==> src/rtl/iq_rebind_pkg.sv <==
package iq_rebind_pkg;
   typedef enum logic {
      SEL_REG = 1'b0,
      SEL_TAG = 1'b1
   } opnd_sel_e;
endpackage

==> src/rtl/iq_tag_hit.sv <==
module iq_tag_hit #(
   parameter int TAGW      = 4,
   parameter int RET_LANES = 2
) (
   input  logic [TAGW-1:0]           tag,
   input  logic [RET_LANES-1:0]      ret_valid,
   input  logic [RET_LANES*TAGW-1:0] ret_tag,
   output logic                      hit
);
   logic [RET_LANES-1:0] lane_hit;

   generate
      if (RET_LANES == 1) begin : g_single
         assign lane_hit[0] = ret_valid[0] && (ret_tag == tag);
      end else begin : g_multi
         for (genvar l = 0; l < RET_LANES; l++) begin : g_lane
            assign lane_hit[l] = ret_valid[l] && (ret_tag[l*TAGW +: TAGW] == tag);
         end
      end
   endgenerate

   assign hit = |lane_hit;
endmodule

==> src/rtl/iq_free_pick.sv <==
module iq_free_pick #(
   parameter int DEPTH = 8
) (
   input  logic [DEPTH-1:0]             valid,
   output logic                         any_free,
   output logic [$clog2(DEPTH)-1:0]     pick_idx,
   output logic [$clog2(DEPTH+1)-1:0]   free_count
);
   localparam int IDXW = $clog2(DEPTH);
   localparam int CNTW = $clog2(DEPTH + 1);

   always_comb begin
      pick_idx = '0;
      for (int i = DEPTH - 1; i >= 0; i--) begin
         if (!valid[i]) pick_idx = IDXW'(i);
      end
   end

   always_comb begin
      free_count = '0;
      for (int i = 0; i < DEPTH; i++) begin
         if (!valid[i]) free_count = free_count + CNTW'(1);
      end
   end

   assign any_free = ~&valid;
endmodule

==> src/rtl/iq_entry.sv <==
module iq_entry #(
   parameter int NSRC      = 2,
   parameter int REGW      = 5,
   parameter int TAGW      = 4,
   parameter int RET_LANES = 2
) (
   input  logic                      clk,
   input  logic                      rst_n,
   input  logic                      wr_en,
   input  logic [NSRC*REGW-1:0]      wr_reg,
   input  logic [NSRC*TAGW-1:0]      wr_tag,
   input  logic [NSRC-1:0]           wr_sel_tag,
   input  logic                      clr,
   input  logic [RET_LANES-1:0]      ret_valid,
   input  logic [RET_LANES*TAGW-1:0] ret_tag,
   output logic                      valid_o,
   output logic [NSRC*REGW-1:0]      reg_o,
   output logic [NSRC*TAGW-1:0]      tag_o,
   output logic [NSRC-1:0]           sel_tag_o
);
   logic                 valid_q;
   logic [NSRC*REGW-1:0] reg_q;
   logic [NSRC*TAGW-1:0] tag_q;
   logic [NSRC-1:0]      sel_q;
   logic [NSRC-1:0]      hit;

   generate
      for (genvar s = 0; s < NSRC; s++) begin : g_opnd
         iq_tag_hit #(.TAGW(TAGW), .RET_LANES(RET_LANES)) u_hit (
            .tag       (tag_q[s*TAGW +: TAGW]),
            .ret_valid (ret_valid),
            .ret_tag   (ret_tag),
            .hit       (hit[s])
         );

         // a matching broadcast moves a tag-selecting operand to its register
         p_flip_on_retire_r4: assert property (@(posedge clk) disable iff (!rst_n)
            (valid_q && sel_q[s] && hit[s] && !wr_en) |=> !sel_q[s]);
         // no match, the tag stays selected
         p_tag_held_r4: assert property (@(posedge clk) disable iff (!rst_n)
            (valid_q && sel_q[s] && !hit[s] && !wr_en && !clr) |=> sel_q[s]);
         // register selection never reverts while valid
         p_reg_sticky_r9: assert property (@(posedge clk) disable iff (!rst_n)
            (valid_q && !sel_q[s] && !wr_en) |=> !sel_q[s]);
      end
   endgenerate

   always_ff @(posedge clk) begin
      if (!rst_n) begin
         valid_q <= 1'b0;
         reg_q   <= '0;
         tag_q   <= '0;
         sel_q   <= '0;
      end else if (wr_en) begin
         valid_q <= 1'b1;
         reg_q   <= wr_reg;
         tag_q   <= wr_tag;
         sel_q   <= wr_sel_tag;
      end else begin
         if (clr) valid_q <= 1'b0;
         for (int s = 0; s < NSRC; s++) begin
            if (sel_q[s] && hit[s]) sel_q[s] <= 1'b0;
         end
      end
   end

   // allocation only ever lands in a free slot
   p_no_overwrite_r2: assert property (@(posedge clk) disable iff (!rst_n)
      wr_en |-> !valid_q);
   // a dispatched entry is released
   p_clear_r7: assert property (@(posedge clk) disable iff (!rst_n)
      (clr && !wr_en) |=> !valid_q);

   assign valid_o   = valid_q;
   assign reg_o     = reg_q;
   assign tag_o     = tag_q;
   assign sel_tag_o = sel_q;
endmodule

==> src/rtl/iq_rebind.sv <==
module iq_rebind
   import iq_rebind_pkg::*;
#(
   parameter int DEPTH     = 8,
   parameter int NSRC      = 2,
   parameter int REGW      = 5,
   parameter int TAGW      = 4,
   parameter int RET_LANES = 2
) (
   input  logic                           clk,
   input  logic                           rst_n,
   input  logic                           alloc_req,
   input  logic [NSRC*REGW-1:0]           alloc_reg,
   input  logic [NSRC*TAGW-1:0]           alloc_tag,
   input  logic [NSRC-1:0]                alloc_use_tag,
   output logic                           alloc_ok,
   output logic [$clog2(DEPTH)-1:0]       alloc_idx,
   input  logic [RET_LANES-1:0]           ret_valid,
   input  logic [RET_LANES*TAGW-1:0]      ret_tag,
   input  logic                           disp_req,
   input  logic [$clog2(DEPTH)-1:0]       disp_idx,
   output logic                           disp_ok,
   output logic [NSRC*REGW-1:0]           disp_reg,
   output logic [NSRC*TAGW-1:0]           disp_tag,
   output logic [NSRC-1:0]                disp_rf,
   output logic [DEPTH-1:0]               ent_valid,
   output logic [DEPTH*NSRC-1:0]          ent_rf,
   output logic [$clog2(DEPTH+1)-1:0]     free_count
);
   localparam int IDXW = $clog2(DEPTH);
   localparam logic [IDXW:0] DEPTH_V = DEPTH[IDXW:0];

   generate
      if (DEPTH < 2 || NSRC < 1 || REGW < 1 || TAGW < 1 || RET_LANES < 1) begin : g_bad_param
         $error("iq_rebind: DEPTH must be >= 2 and all widths/counts >= 1");
      end
   endgenerate

   logic [NSRC*REGW-1:0] e_reg [DEPTH];
   logic [NSRC*TAGW-1:0] e_tag [DEPTH];
   logic [NSRC-1:0]      e_sel [DEPTH];
   logic [NSRC-1:0]      alloc_hit;
   logic [NSRC-1:0]      alloc_sel;
   logic [NSRC-1:0]      disp_hit;
   logic [NSRC-1:0]      disp_sel;
   logic                 any_free;
   logic                 idx_in_range;

   iq_free_pick #(.DEPTH(DEPTH)) u_pick (
      .valid      (ent_valid),
      .any_free   (any_free),
      .pick_idx   (alloc_idx),
      .free_count (free_count)
   );

   assign alloc_ok = alloc_req && any_free;

   generate
      for (genvar s = 0; s < NSRC; s++) begin : g_src
         // allocation path sees the broadcast of the same cycle
         iq_tag_hit #(.TAGW(TAGW), .RET_LANES(RET_LANES)) u_alloc_hit (
            .tag       (alloc_tag[s*TAGW +: TAGW]),
            .ret_valid (ret_valid),
            .ret_tag   (ret_tag),
            .hit       (alloc_hit[s])
         );
         assign alloc_sel[s] = (alloc_use_tag[s] && !alloc_hit[s]) ? SEL_TAG : SEL_REG;

         // dispatch path repeats the comparison on the leaving operand
         iq_tag_hit #(.TAGW(TAGW), .RET_LANES(RET_LANES)) u_disp_hit (
            .tag       (disp_tag[s*TAGW +: TAGW]),
            .ret_valid (ret_valid),
            .ret_tag   (ret_tag),
            .hit       (disp_hit[s])
         );
         assign disp_rf[s] = (disp_sel[s] == SEL_REG) || disp_hit[s];
      end

      for (genvar e = 0; e < DEPTH; e++) begin : g_ent
         iq_entry #(.NSRC(NSRC), .REGW(REGW), .TAGW(TAGW), .RET_LANES(RET_LANES)) u_ent (
            .clk        (clk),
            .rst_n      (rst_n),
            .wr_en      (alloc_ok && (alloc_idx == IDXW'(e))),
            .wr_reg     (alloc_reg),
            .wr_tag     (alloc_tag),
            .wr_sel_tag (alloc_sel),
            .clr        (disp_ok && (disp_idx == IDXW'(e))),
            .ret_valid  (ret_valid),
            .ret_tag    (ret_tag),
            .valid_o    (ent_valid[e]),
            .reg_o      (e_reg[e]),
            .tag_o      (e_tag[e]),
            .sel_tag_o  (e_sel[e])
         );
         assign ent_rf[e*NSRC +: NSRC] = ent_valid[e] ? ~e_sel[e] : '0;
      end
   endgenerate

   assign idx_in_range = ({1'b0, disp_idx} < DEPTH_V);
   assign disp_ok      = disp_req && idx_in_range && ent_valid[disp_idx];
   assign disp_reg     = e_reg[disp_idx];
   assign disp_tag     = e_tag[disp_idx];
   assign disp_sel     = e_sel[disp_idx];

   // an allocation without a dispatch takes exactly one slot
   p_free_dec_r10: assert property (@(posedge clk) disable iff (!rst_n)
      (alloc_ok && !disp_ok) |=> (free_count == $past(free_count) - 1'b1));
   // a dispatch without an allocation returns exactly one slot
   p_free_inc_r10: assert property (@(posedge clk) disable iff (!rst_n)
      (disp_ok && !alloc_ok) |=> (free_count == $past(free_count) + 1'b1));
   // a full queue refuses allocation
   p_full_refuse_r2: assert property (@(posedge clk) disable iff (!rst_n)
      (free_count == '0) |-> !alloc_ok);
endmodule

==> config.mk <==
export PLATFORM = sky130hd
export DESIGN_NAME = iq_rebind
export DESIGN_NICKNAME = d
export VERILOG_FILES = /design/src/rtl/iq_rebind_pkg.sv /design/src/rtl/iq_tag_hit.sv /design/src/rtl/iq_free_pick.sv /design/src/rtl/iq_entry.sv /design/src/rtl/iq_rebind.sv
export SDC_FILE = /design/constraint.sdc
export NUM_CORES = 1
export LEC_CHECK = 0
export ABC_AREA = 1
export CAP_MARGIN = 20
export CORE_ASPECT_RATIO = 0.7
export CORE_MARGIN = 2
export CORE_UTILIZATION = 40
export DETAILED_ROUTE_END_ITERATION = 6
export DONT_BUFFER_PORTS = 1
export GPL_TIMING_DRIVEN = 1
export PLACE_DENSITY = 0.61
export SYNTH_ARGS = -nofsm -noshare
export SYNTH_HDL_FRONTEND = slang
export SYNTH_SLANG_ARGS = --single-unit
==> constraint.sdc <==
create_clock -name clk -period 11.9 [get_ports clk]
set_input_delay 2.38 -clock clk [delete_from_list [all_inputs] [get_ports clk]]
set_output_delay 2.38 -clock clk [all_outputs]
set_load 0.01 [all_outputs]
==> results of run 1 <==
power by group:
group / internal, W / switching (W)
Clock: 0.000297 / 0.000267
Sequential: 0.000573 / 0.0000120
Combinational: 0.0000667 / 0.000136
Total: 0.000937 / 0.000415
cells by family (layout without fill, tap and decap cells):
kind of cell / Yosys count / in the layout / share of synthesized area [%]
flops: 168 / 168 / 34.70
fa+ha+maj: 8 / 8 / 1.033
simple gates: 428 / 428 / 18.60
buf+inv: 263 / 189 / 11.09
compound gates: 539 / 539 / 32.32
xor+xnor: 25 / 25 / 2.259
through the flow:
step	worst slack [ps]	total power, W	hold slack, ps	utilization, %	instances
after detailed placement	4891	0.0007944	442.8	40.68	1641
after global routing	4644	0.001404	471.2	43.32	1675
after global placement	5063	0.0007900	439.5	40.68	1641
final	4839	0.001352	453.5	43.32	1675
after CTS	4904	0.001350	453.6	43.14	1673
after floorplan	5844	0.0007619	424.5	-	1431
final timing paths:
check,start,end,slack (ps),cells past startpoint
max,disp_idx[0],disp_rf[0],4840,10
min,g_ent[4].u_ent.reg_o[9]$_SDFFE_PN0P_,g_ent[4].u_ent.reg_o[9]$_SDFFE_PN0P_,450,2
max reg2reg,g_ent[4].u_ent.valid_o$_SDFFE_PN0P_,g_ent[3].u_ent.tag_o[3]$_SDFFE_PN0P_,8130,10
min reg2reg,g_ent[4].u_ent.reg_o[9]$_SDFFE_PN0P_,g_ent[4].u_ent.reg_o[9]$_SDFFE_PN0P_,450,2
metal layers:
metal  GRT usage, %  wire (um)  part of all wire, %  vias up
li1               -          -                    -     4813
met1          41.80      16010                   44     4643
met2          40.19      14970                   41      639
met3          7.561       4824                   13       68
met4          7.666        697                  1.9        0
met5              0          0                    0        -
area by class of cell:
class | instances | area (sq um)
clock inverters | 15 | 157.7
repair buffers | 13 | 125.1
clock buffers | 17 | 425.4
inverters | 144 | 540.5
fillers | 2439 | 13430
well taps | 318 | 397.9
flip-flops and latches | 168 | 3363
multi-input cells | 1000 | 5258
tightest hold or removal path, delay by kind of cell (launching register included):
kind	cells	cell delay, ps
compound gates	1	50
buf+inv	1	60
flops	1	300
placed cells by master (no fill, tap or decap), drive strengths merged, types with 3 or more instances in the layout:
cell type and instances:
a211oi 15, a21oi 204, a221oi 23, a22oi 12, buf 13, clkbuf 17
clkinv 7, dfxtp 168, ha 8, inv 149, nand2 226, nand3 94
nand3b 3, nand4 7, nor2 87, nor3 6, o2111ai 32, o21ai 152
o22ai 90, o31ai 5, or2 4, xnor2 23
sequential cells by signal, summed over array words and instances, names as in the netlist:
signal and count:
g_ent.u_ent.sel_tag_o 16, g_ent.u_ent.reg_o 80, g_ent.u_ent.tag_o 64, g_ent.u_ent.valid_o 8
==> flow_summary_export.csv, run 1 <==
group,metric,value,unit
final_layout,nNetsFinal,1389,
final_layout,drive_above_1_share,5.232,%
placement,hpwl,23470,um
synthesis,synth_cell_types,40,
synthesis,synth_area_per_cell,6.774,sq um
synthesis,ys_seq_area_share,34.70,%
clock_network,clock_latency,440,ps
timing,setup_tns,0,ps
global_route,grt_max_degree,125,
timing,rsz0062_at_grt,"no",
timing,fmax,141.6,MHz
final_layout,area_growth,5.924,%
floorplan,die_area,0.02551,sq mm
pwr,ir_drop,0.08224,mV
timing,fin_skew,15.62,ps
placement,placed_cell_area,0.009642,sq mm
timing,finalSetupViolations,0,
global_route,grt.total_usage,28.32,%
synthesis,syn_inst,1431,
detailed_routing,via_count,10160,
min_path,hold_class,"reg -> reg",
detailed_routing,drc,0,
clock_network,htreeDepth,4,
setup_path,critical_path_arrival,4680,ps
synthesis,synth_area,0.009693,sq mm
clock_network,ctsHoldBuffers,0,
synthesis,synth-edff-count,0,
detailed_routing,drtAntennaViolNets,0,
detailed_routing,wl_per_cell,21.79,um
setup_path,cp_slowest_cell,"inv_2",
timing,relSlewSlack,17.96,%
clock_network,cts_buffers,17,
timing,drv_slew,0,
setup_path,path_buf_inv,2,
timing,fin_crit_sh,59.33,%
global_route,antenna_found_initial,0,
setup_path,crit_family,"simple AND/OR/NAND/NOR gates",
synthesis,ys_warn_count,0,
detailed_routing,routed_wl,36500,um
setup_path,crit_path_start_kind,"input pin",
synthesis,yosysTopAreaCellShare,34.70,%
synthesis,synth_commonest_cells,"nand2_1, a21oi_1, dfxtp_1",
setup_path,criticalPathCategory,"in -> out",
detailed_routing,drt-vias-per-instance,6.067,
placement,port_buffers,0,
clock_network,ctsLongestPathBuffers,2,
pwr,power_leakage,3.514,nW
final_layout,finalInstanceArea,0.01027,sq mm
synthesis,synth_most_common_cell,"nand2_1",
clock_network,clk_pin_slew,60,ps
synthesis,yosys.area.top_type,"dfxtp_1",
setup_path,endpoint_kind,"output pin",
synthesis,syn-num-nets,1476,
placement,routabilityCongestion,0.9222,
setup_path,max_stage_delay,690,ps
synthesis,synth_area_leaders,"dfxtp_1, a21oi_1, nand2_1, o21ai_0, o22ai_1",
synthesis,synth-main-ff-cell,"dfxtp_1",
global_route,grt_pass1_vias,9088,
clock_network,cts_sinks,168,
pwr,powerDensity,131.7,mW/mm^2
clock_network,cts_setup_buffers,0,
final_layout,num_antenna_cells,0,
synthesis,synth_seq_cells,168,
run_status,status,"completed",
global_route,grt_overflow,0,
clock_network,cts_resized,0,
floorplan,start_util,40.90,%
timing,hold_viol,0,
detailed_routing,drt_iter0_markers,1337,
detailed_routing,firstDrtPassIters,6,
floorplan,ios,90,
floorplan,rows,47,
setup_path,cp.required,9520,ps
synthesis,async_reset_ff_share,0,%
setup_path,worstPathMaxFanout,28,
floorplan,die_w,190.1,um
job,cap_violations,0,
floorplan,core-area,0.02370,sq mm
global_route,grt_pass1_wl,55720,um
floorplan,die_y,134.2,um
setup_path,crit_chain,"nand2_1 > inv_2 > a22oi_1 > nand3_1 > nand2_1 > inv_1 > nor2_1 > nor3_1 > nand4_1 > nand3_1",
timing,fin_crit,7061,ps
timing,tightest_slew,1231,ps
clock_network,cts_tree,"yes",
clock_network,clock-root-buffer,"clkbuf_16",
Power figures use the tool's default switching activity.
==> run 2, diff against run 1 <==
==> constraint.sdc (replaced) <==
create_clock -name clk -period 7 [get_ports clk]
set_input_delay 1.4 -clock clk [delete_from_list [all_inputs] [get_ports clk]]
set_output_delay 1.4 -clock clk [all_outputs]
set_load 0.01 [all_outputs]
==> run 2 against run 1 <==
Effect of this change: cell count up 0.12%; sequential share of layout area down 0.20 points; clock-buffer cell count up 5; utilization grew 0.27 points; clock skew shrank 4.0 ps; total power is 76% higher.
==> flow_summary_export.csv, run 2 (synthesis gave the netlist of run 1 again) <==
group,metric,value,unit
run_status,status,"completed",
timing,fin_crit,5648,ps
timing,fin_ws,1352,ps
final_layout,n_fill_cell,2457,
clock_network,cts_sinks,168,
timing,rsz0062_at_grt,"no",
detailed_routing,drtAntennaViolNets,0,
global_route,antenna_found_initial,1,
timing,hold_viol,0,
detailed_routing,drc,0,
pwr,ir_drop,0.1372,mV
global_route,grt.total_usage,28.64,%
placement,port_buffers,0,
clock_network,ctsLongestPathBuffers,2,
timing,fmax,177.1,MHz
clock_network,clock_latency,440,ps
pwr,power_leakage,3.551,nW
pwr,powerDensity,230.6,mW/mm^2
placement,dp_slack,1845,ps
timing,fin_crit_sh,80.68,%
floorplan,start_util,40.90,%
final_layout,largest_reg_flops,80,
final_layout,drive_above_1_share,5.224,%
setup_path,max_stage_delay,570,ps
floorplan,die_y,134.2,um
clock_network,clk_pin_slew,70,ps
timing,setup_tns,0,ps
timing,fin_skew,11.66,ps
timing,relSlewSlack,21.28,%
detailed_routing,via_count,10340,
setup_path,endpoint_kind,"output pin",
detailed_routing,wl_per_cell,22.11,um
clock_network,clock-root-buffer,"clkbuf_16",
clock_network,ctsHoldBuffers,0,
detailed_routing,routed_wl,37090,um
setup_path,critical_path_arrival,4250,ps
clock_network,cts_tree,"yes",
detailed_routing,drt_iter0_markers,1485,
final_layout,layout_commonest_cell,"nand2_1",
detailed_routing,drt-vias-per-instance,6.166,
final_layout,area_growth,6.584,%
global_route,grt_max_degree,125,
final_layout,instances_no_fill,1677,
final_layout,num_antenna_cells,0,
setup_path,crit_path_start_kind,"flip-flop",
setup_path,cp_slowest_cell,"dfxtp_1",
setup_path,worstPathMaxFanout,7,
floorplan,die_area,0.02551,sq mm
floorplan,core-area,0.02370,sq mm
timing,drv_slew,0,
pwr,power.total,0.002383,W
job,cap_violations,0,
final_layout,nNetsFinal,1391,
clock_network,cts_buffers,17,
placement,placedCellCount,1644,
final_layout,most-common-layout-cells,"nand2_1, a21oi_1, dfxtp_1",
timing,holdWs,450.1,ps
global_route,grt_pass1_vias,8995,
min_path,hold_class,"reg -> reg",
floorplan,rows,47,
floorplan,ios,90,
clock_network,cts_resized,0,
timing,finalSetupViolations,0,
global_route,grt_overflow,0,
placement,hpwl,23410,um
clock_network,cts_setup_buffers,0,
placement,routabilityCongestion,0.9293,
detailed_routing,firstDrtPassIters,6,
timing,tightest_slew,1180,ps
setup_path,cp.required,5600,ps
setup_path,crit_chain,"inv_1 > ha_1 > inv_1 > nand2_1 > nand2_2 > inv_1 > nand2_1 > nand3_1 > nand2_1 > inv_1 > ha_1 > or2_2 > nand3_1 > nand3_1 > nand2_1 > inv_1 > ha_1 > or2_2 > nand2_1 > inv_1 > ha_1 > nand2_1 > o21ai_0",
setup_path,criticalPathCategory,"reg -> out",
global_route,grt_pass1_wl,55890,um
clock_network,htreeDepth,4,
floorplan,die_w,190.1,um
-- run 2: per-stage QoR --
step / instance area, sq um / util [%]
after floorplan: 9693 / -
after global placement: 9664 / 40.78
after detailed placement: 9664 / 40.78
after CTS: 10300 / 43.48
after global routing: 10330 / 43.59
final: 10330 / 43.59
-- run 2: report_power, final --
group / switching, W / internal, W
sequential: 0.0000201 / 0.000975
combinational: 0.000234 / 0.000112
clock: 0.000413 / 0.000629
-- run 2: area by class of cell --
type | count | area (sq um) | area share [%]
Multi-Input combinational cell | 1000 | 5258 | 50.89
Sequential cell | 168 | 3363 | 32.55
Inverter | 144 | 540.5 | 5.232
Clock buffer | 22 | 474.2 | 4.590
Tap cell | 318 | 397.9 | 3.851
Clock inverter | 10 | 165.2 | 1.599
Timing Repair Buffer | 15 | 132.6 | 1.284
-- run 2: final timing paths --
path                                              from  slack (ps)                                   end  cells after the start
setup / recovery   g_ent[1].u_ent.valid_o$_SDFFE_PN0P_        1350                         free_count[1]                     23
hold / removal    g_ent[0].u_ent.reg_o[4]$_SDFFE_PN0P_         450  g_ent[0].u_ent.reg_o[4]$_SDFFE_PN0P_                      2
setup reg to reg   g_ent[6].u_ent.valid_o$_SDFFE_PN0P_        3600  g_ent[1].u_ent.tag_o[6]$_SDFFE_PN0P_                     12
hold reg to reg   g_ent[0].u_ent.reg_o[4]$_SDFFE_PN0P_         450  g_ent[0].u_ent.reg_o[4]$_SDFFE_PN0P_                      2
-- run 2: worst max-delay path: cells and delay by family, from the launching register on --
kind | cells | cell delay, ps
DFF | 1 | 570
AOI/OAI and AO/OA | 1 | 160
buffers and inverters | 6 | 500
and+or+nand+nor | 12 | 1450
adders and majority gates | 4 | 1140
-- run 2: layer usage --
| metal | global-route usage (%) | wire length, um |
|---|---|---|
| met4 | 8.872 | 750 |
| met1 | 42.44 | 16390 |
| met5 | 0 | 9 |
| met3 | 7.248 | 4822 |
| met2 | 40.19 | 15110 |
